File: config.mk
export PLATFORM = sky130hd
export DESIGN_NAME = pwr_mode_seq
export DESIGN_NICKNAME = d
export VERILOG_FILES = /design/src/rtl/pms_pkg.sv /design/src/rtl/pms_mode_ctrl.sv /design/src/rtl/pms_settle_cnt.sv /design/src/rtl/pms_interval_tmr.sv /design/src/rtl/pms_gate_dec.sv /design/src/rtl/pwr_mode_seq.sv
export SDC_FILE = /design/constraint.sdc
export NUM_CORES = 1
export LEC_CHECK = 0
export BUFFER_PORTS_ARGS = -buffer_cell sky130_fd_sc_hd__buf_4
export CAP_MARGIN = 5
export CORE_MARGIN = 8
export CORE_UTILIZATION = 47
export DETAILED_ROUTE_END_ITERATION = 10
export PLACE_DENSITY = 0.72
export SYNTH_ARGS = -nofsm -noshare
export SYNTH_HDL_FRONTEND = slang
export SYNTH_HIERARCHICAL = 1
export SYNTH_SLANG_ARGS = --single-unit
File: constraint.sdc
create_clock -name clk -period 2.15 [get_ports clk]
set_clock_uncertainty 0.05 [all_clocks]
set_input_delay 0.3225 -clock clk [delete_from_list [all_inputs] [get_ports clk]]
set_output_delay 0.3225 -clock clk [all_outputs]
set_load 0.01 [all_outputs]
File: src/rtl/pms_pkg.sv
package pms_pkg;
  typedef enum logic [2:0] {
    PM_RUN    = 3'd0,
    PM_HALT   = 3'd1,
    PM_SETTLE = 3'd2,
    PM_IDLE   = 3'd3,
    PM_RESUME = 3'd4
  } pm_state_e;

  // Clock domain indices in the enable vector
  localparam int DOM_N      = 6;
  localparam int DOM_OSC    = 0;
  localparam int DOM_WDT    = 1;
  localparam int DOM_TMR    = 2;
  localparam int DOM_PERIPH = 3;
  localparam int DOM_LBD    = 4;
  localparam int DOM_BOR    = 5;

  localparam logic [DOM_N-1:0] KEEP_RUN    = '1;
  localparam logic [DOM_N-1:0] KEEP_HALT   = '0;
  localparam logic [DOM_N-1:0] KEEP_SETTLE = DOM_N'(1) << DOM_OSC;
  localparam logic [DOM_N-1:0] KEEP_IDLE   = (DOM_N'(1) << DOM_OSC) |
                                             (DOM_N'(1) << DOM_WDT) |
                                             (DOM_N'(1) << DOM_TMR);

  // Register addresses and bit positions
  localparam int ADR_MODE      = 0;
  localparam int ADR_CLR       = 1;
  localparam int ADR_TCTL      = 2;
  localparam int MODE_HALT_BIT = 0;
  localparam int MODE_IDLE_BIT = 1;
  localparam int TCTL_IE_BIT   = 0;
  localparam int TCTL_PEND_BIT = 1;
endpackage

File: src/rtl/pms_mode_ctrl.sv
module pms_mode_ctrl
  import pms_pkg::*;
(
  input  logic      clk,
  input  logic      rst_n,
  input  logic      mode_wr,
  input  logic      want_halt,
  input  logic      want_idle,
  input  logic      clr_wr,
  input  logic      wake_evt,
  input  logic      settle_done,
  input  logic      tmr_wrap,
  output pm_state_e state,
  output logic      idle_start
);
  pm_state_e nxt;

  // Idle entry restarts the interval count in the same edge
  assign idle_start = (state == PM_RUN) && mode_wr && !want_halt && want_idle;

  always_comb begin
    nxt = state;
    unique case (state)
      PM_RUN: begin
        if (mode_wr) begin
          if (want_halt)      nxt = PM_HALT;
          else if (want_idle) nxt = PM_IDLE;
        end
      end
      PM_HALT:   if (wake_evt)    nxt = PM_SETTLE;
      PM_SETTLE: if (settle_done) nxt = PM_RESUME;
      PM_IDLE:   if (tmr_wrap)    nxt = PM_RESUME;
      PM_RESUME: if (clr_wr)      nxt = PM_RUN;
      default:                    nxt = PM_RUN;
    endcase
  end

  always_ff @(posedge clk or negedge rst_n) begin
    if (!rst_n) state <= PM_RUN;
    else        state <= nxt;
  end
endmodule

File: src/rtl/pms_settle_cnt.sv
module pms_settle_cnt #(
  parameter int SETTLE_CYCLES = 1000
) (
  input  logic clk,
  input  logic rst_n,
  input  logic active,
  output logic done
);
  localparam int CW = (SETTLE_CYCLES > 1) ? $clog2(SETTLE_CYCLES + 1) : 1;
  localparam logic [CW-1:0] LAST = CW'(SETTLE_CYCLES - 1);

  logic [CW-1:0] cnt;

  always_ff @(posedge clk or negedge rst_n) begin
    if (!rst_n)       cnt <= '0;
    else if (!active) cnt <= '0;
    else              cnt <= cnt + 1'b1;
  end

  assign done = active && (cnt == LAST);
endmodule

File: src/rtl/pms_interval_tmr.sv
module pms_interval_tmr #(
  parameter int TMR_PERIOD = 8192
) (
  input  logic clk,
  input  logic rst_n,
  input  logic run,
  input  logic restart,
  input  logic ctrl_wr,
  input  logic ctrl_ie,
  input  logic ctrl_keep_pend,
  output logic wrap,
  output logic pending,
  output logic irq_en
);
  localparam int CW = (TMR_PERIOD > 1) ? $clog2(TMR_PERIOD) : 1;
  localparam logic [CW-1:0] LAST = CW'(TMR_PERIOD - 1);

  logic [CW-1:0] cnt;

  assign wrap = run && (cnt == LAST);

  always_ff @(posedge clk or negedge rst_n) begin
    if (!rst_n)       cnt <= '0;
    else if (restart) cnt <= '0;
    else if (wrap)    cnt <= '0;
    else if (run)     cnt <= cnt + 1'b1;
  end

  // A wrap in the same cycle as a software clear leaves the flag set
  always_ff @(posedge clk or negedge rst_n) begin
    if (!rst_n)                          pending <= 1'b0;
    else if (wrap)                       pending <= 1'b1;
    else if (ctrl_wr && !ctrl_keep_pend) pending <= 1'b0;
  end

  always_ff @(posedge clk or negedge rst_n) begin
    if (!rst_n)       irq_en <= 1'b0;
    else if (ctrl_wr) irq_en <= ctrl_ie;
  end
endmodule

File: src/rtl/pms_gate_dec.sv
module pms_gate_dec
  import pms_pkg::*;
(
  input  pm_state_e        state,
  output logic [DOM_N-1:0] dom_en,
  output logic             stall
);
  logic [DOM_N-1:0] keep;

  always_comb begin
    unique case (state)
      PM_HALT:   keep = KEEP_HALT;
      PM_SETTLE: keep = KEEP_SETTLE;
      PM_IDLE:   keep = KEEP_IDLE;
      default:   keep = KEEP_RUN;
    endcase
  end

  for (genvar d = 0; d < DOM_N; d++) begin : g_dom
    assign dom_en[d] = keep[d];
  end

  assign stall = (state == PM_HALT) || (state == PM_SETTLE) || (state == PM_IDLE);
endmodule

File: src/rtl/pwr_mode_seq.sv
module pwr_mode_seq
  import pms_pkg::*;
#(
  parameter int SETTLE_CYCLES = 1000,
  parameter int TMR_PERIOD    = 8192,
  parameter int ADDR_W        = 2,
  parameter int DATA_W        = 8
) (
  input  logic              clk,
  input  logic              rst_n,
  input  logic              bus_wr,
  input  logic [ADDR_W-1:0] bus_addr,
  input  logic [DATA_W-1:0] bus_wdata,
  output logic [DATA_W-1:0] bus_rdata,
  input  logic              wake_evt,
  input  logic              glb_irq_en,
  output logic              osc_en,
  output logic              wdt_clk_en,
  output logic              tmr_clk_en,
  output logic              periph_clk_en,
  output logic              lbd_en,
  output logic              bor_en,
  output logic              cpu_stall,
  output logic              tmr_irq
);
  localparam logic [ADDR_W-1:0] A_MODE = ADDR_W'(ADR_MODE);
  localparam logic [ADDR_W-1:0] A_CLR  = ADDR_W'(ADR_CLR);
  localparam logic [ADDR_W-1:0] A_TCTL = ADDR_W'(ADR_TCTL);

  pm_state_e        state;
  logic [DOM_N-1:0] dom_en;
  logic             mode_wr, clr_wr, tctl_wr;
  logic             idle_start, settle_done, tmr_wrap;
  logic             pending, irq_en, tmr_run;

  assign mode_wr = bus_wr && (bus_addr == A_MODE);
  assign clr_wr  = bus_wr && (bus_addr == A_CLR) && (bus_wdata == '0);
  assign tctl_wr = bus_wr && (bus_addr == A_TCTL);

  pms_mode_ctrl u_ctrl (
    .clk        (clk),
    .rst_n      (rst_n),
    .mode_wr    (mode_wr),
    .want_halt  (bus_wdata[MODE_HALT_BIT]),
    .want_idle  (bus_wdata[MODE_IDLE_BIT]),
    .clr_wr     (clr_wr),
    .wake_evt   (wake_evt),
    .settle_done(settle_done),
    .tmr_wrap   (tmr_wrap),
    .state      (state),
    .idle_start (idle_start)
  );

  pms_settle_cnt #(.SETTLE_CYCLES(SETTLE_CYCLES)) u_settle (
    .clk   (clk),
    .rst_n (rst_n),
    .active(state == PM_SETTLE),
    .done  (settle_done)
  );

  pms_gate_dec u_gate (
    .state (state),
    .dom_en(dom_en),
    .stall (cpu_stall)
  );

  assign tmr_run = dom_en[DOM_TMR];

  pms_interval_tmr #(.TMR_PERIOD(TMR_PERIOD)) u_tmr (
    .clk           (clk),
    .rst_n         (rst_n),
    .run           (tmr_run),
    .restart       (idle_start),
    .ctrl_wr       (tctl_wr),
    .ctrl_ie       (bus_wdata[TCTL_IE_BIT]),
    .ctrl_keep_pend(bus_wdata[TCTL_PEND_BIT]),
    .wrap          (tmr_wrap),
    .pending       (pending),
    .irq_en        (irq_en)
  );

  // Mode and clear registers are write-only and read as zero
  always_comb begin
    bus_rdata = '0;
    if (bus_addr == A_TCTL) begin
      bus_rdata[TCTL_IE_BIT]   = irq_en;
      bus_rdata[TCTL_PEND_BIT] = pending;
    end
  end

  assign tmr_irq       = pending && irq_en && glb_irq_en;
  assign osc_en        = dom_en[DOM_OSC];
  assign wdt_clk_en    = dom_en[DOM_WDT];
  assign tmr_clk_en    = dom_en[DOM_TMR];
  assign periph_clk_en = dom_en[DOM_PERIPH];
  assign lbd_en        = dom_en[DOM_LBD];
  assign bor_en        = dom_en[DOM_BOR];
endmodule

==> summary.md <==
| Metric | Value |
|---|---|
| RSZ-0062 raised after global routing | no |
| DR iter-0 viols | 27 |
| GR Util met2 | 0.231 |
| Worst hold path class | in -> reg |
| Port Buffers | 24 |
| First-pass GRT wire length | 5.67 mm |
| Period utilisation layout | 0.948 |
| WL/cell | 13.8 microns |
| Pwr/cell area | 812 nW/um^2 |
| P_sw | 583 uW |
| Grt ovf | 0 |
| Worst setup margin | 0.112 ns |
| Clock root buffer | clkbuf_4 |
| M1 GR Usage | 0.143 |
| Die Area | 5550 sq um |
| # diodes | 0 |
| Cell area after synthesis | 1610 sq um |
| Remaining antenna violation count | 0 |
| Vias in the first global route | 1320 |
| Syn Inst Count | 166 |
| Int Power | 965 uW |
| CTS sink cnt | 28 |
| Die width | 74.5 microns |
| Synth Warn # | 6 |
| Initial Util | 0.485 |
| Req. time, crit path | 2.33 ns |
| Largest net degree at the start of global routing | 29 |
| Layout cell share with drive strength beyond 1 | 0.250 |
| Flop pwr share | 0.511 |
| Core Rows | 21 |
| Max VDD drop | 0.000394 V |
| Nets | 215 |
| Layout fillers | 280 |
| Via density | 5.30 |
| Drt total wl | 3.35 mm |
| Commonest non-fill, non-tap cell in the layout | buf_4 |
| All-Layer GR Usage | 0.128 |
| Pre-CTS setup slack | -0.162 ns |
| M3 GR Usage | 0.0270 |
| Post-layout utilization of the core | 0.576 |
| CTS Buf Count | 3 |
| CP Data Arrival Time | 2.22 ns |
| Status | finished, final reports clean |
| Grt peak-use layer | met2 |
| Net Sw Frac | 0.377 |
| Drt drc | 0 |
| Ports | 31 |
| Cell variety after synth | 47 |
| Htree depth | 1 |
| Final count of negative-setup-slack endpoints | 0 |
| Final HPWL DP | 2.62 mm |
| Skew-Pair Late Insertion Delay | 0.33 ns |
| Setup crit end kind | flop |
| Synthesized flop and latch total | 28 |
| Min Hold Slack | 0.199 ns |
| Postcts setup bufs | 0 |
| Register area share after synthesis | 0.436 |
| CTS tree | done |
| Most frequent cells in the layout | buf_4, dfrtp_1, nor2_1 |
| Final Hold Viols | 0 |
| Max Fclk | 491 MHz |
| Combinational share of power | 0.352 |
| Chip height | 74.5 microns |
| Drt pass-1 iters | 4 |
| Clock power share | 0.138 |
| Clock period minus worst slack | 2.04 ns |
| Core box area | 3310 sq um |
| Clock Tree Buf Depth | 2 |
| Area grow syn2layout | 18.8% |
| Antenna violations before repair | 0 |
| Final Max Slew Viols | 0 |
| Crit start category | flop |
| Total number of vias | 1282 |
| Placer Congestion | 0.780 |
| Syn avg cell area | 9.68 sq um |
| CTS clk-pin slew, worst paths | 0.14 ns |
| Lkg Pwr | 0.830 nW |
| Max-cap violations | 0 |
| Crit-path max FO | 7 |
| Critical path class | reg -> reg |
-- synthesized netlist by cell type, drive strengths merged --
cell type	count	share of area
a21oi	5	0.016
a221oi	1	0.0055
a22o	1	0.0055
a31o	1	0.0055
and2	4	0.016
and3	2	0.0078
and4bb	1	0.0078
buf	11	0.052
conb	1	0.0023
dfrtp	28	0.44
ha	2	0.016
inv	8	0.019
mux2	3	0.021
nand2	10	0.023
nand2b	2	0.0078
nand3	7	0.025
nand4	4	0.019
nand4b	1	0.0055
nand4bb	1	0.0070
nor2	21	0.049
nor2b	1	0.0039
nor3	5	0.016
nor3b	3	0.017
nor4	6	0.031
nor4b	1	0.0055
o2111ai	1	0.0055
o211ai	3	0.017
o21ai	4	0.012
o31ai	3	0.014
o32ai	1	0.0055
or2	2	0.0078
or3	2	0.0086
or3b	1	0.0055
or4	3	0.014
or4b	1	0.0086
xnor2	10	0.055
xor2	5	0.027
-- per-layer routing --
layer | part of all wire | wire length (microns)
met1 | 0.42 | 1400
met2 | 0.53 | 1780
met3 | 0.036 | 122
met4 | 0.014 | 46
met5 | 0 | 0
-- metrics by stage --
| step | cell area [sq um] | TNS [ns] | cells | total power, mW |
|---|---|---|---|---|
| 2_1_floorplan | 1630 | 0 | 171 | 1.15 |
| 3_3_place_gp | 1860 | -0.314 | 238 | 1.31 |
| 3_5_place_dp | 1860 | -0.585 | 238 | 1.34 |
| 4_1_cts | 1890 | 0 | 242 | 1.56 |
| 5_1_grt | 1910 | 0 | 242 | 1.67 |
| 6_report | 1910 | 0 | 242 | 1.55 |
-- final cells by class --
type | instances | area (sq um) | area share
Multi-Input combinational cell | 124 | 835 | 0.437
Sequential cell | 28 | 701 | 0.367
Timing Repair Buffer | 33 | 263 | 0.138
Tap cell | 46 | 57.6 | 0.0302
Inverter | 8 | 30.0 | 0.0157
Clock buffer | 3 | 22.5 | 0.0118
-- flip-flops by register name, summed over array words and instances (netlist names) --
name	count
u_tmr/irq_en	1
u_settle/cnt	10
u_tmr/cnt	13
u_ctrl/state	3
u_tmr/pending	1
-- timing repair --
item | CTS | global route
hold buffers | 1 | 0
setup endpoints to repair | 0 | 2
gates resized for setup | 0 | 3
hold endpoints to repair | 28 | 0
-- worst paths after layout --
kind	to	slack (ns)	from	depth (start not counted)
max in group asynchronous	u_tmr/cnt[5]	1.43	rst_n	2
max reg2reg	u_tmr/cnt[11]	0.11	u_ctrl/state[1]	6
max	u_tmr/cnt[11]	0.11	u_ctrl/state[1]	6
min reg2reg	u_settle/cnt[0]	0.46	u_settle/cnt[0]	1
min in group asynchronous	u_tmr/cnt[2]	0.37	rst_n	2
min	u_tmr/pending	0.20	bus_wdata[1]	3
-- cells by family after synthesis --
| kind of cell | synth area share |
|---|---|
| and+or+nand+nor | 0.286 |
| DFF | 0.436 |
| AOI/OAI and AO/OA | 0.0864 |
| buffers and inverters | 0.0709 |
| xor gates and xnor gates | 0.0818 |
| muxes | 0.0210 |
| adders and majority gates | 0.0156 |
| other | 0.00233 |
-- power by group through the flow --
| stage | registers, mW | logic [mW] | clock network (mW) |
|---|---|---|---|
| 6_report | 0.791 | 0.544 | 0.213 |
| 5_1_grt | 0.813 | 0.616 | 0.240 |
| 4_1_cts | 0.791 | 0.544 | 0.221 |
| 3_5_place_dp | 0.802 | 0.540 | 0 |
| 3_3_place_gp | 0.790 | 0.521 | 0 |
| 2_1_floorplan | 0.779 | 0.367 | 0 |
-- critical path: stages (launching register included) --
cell	delay, ns
dfrtp_1	0.41
or4b_4	0.56
nor3b_4	0.22
o211ai_2	0.19
nor4_2	0.29
xnor2_1	0.16
nor2_1	0.06
(Power assumes the default switching activity.)
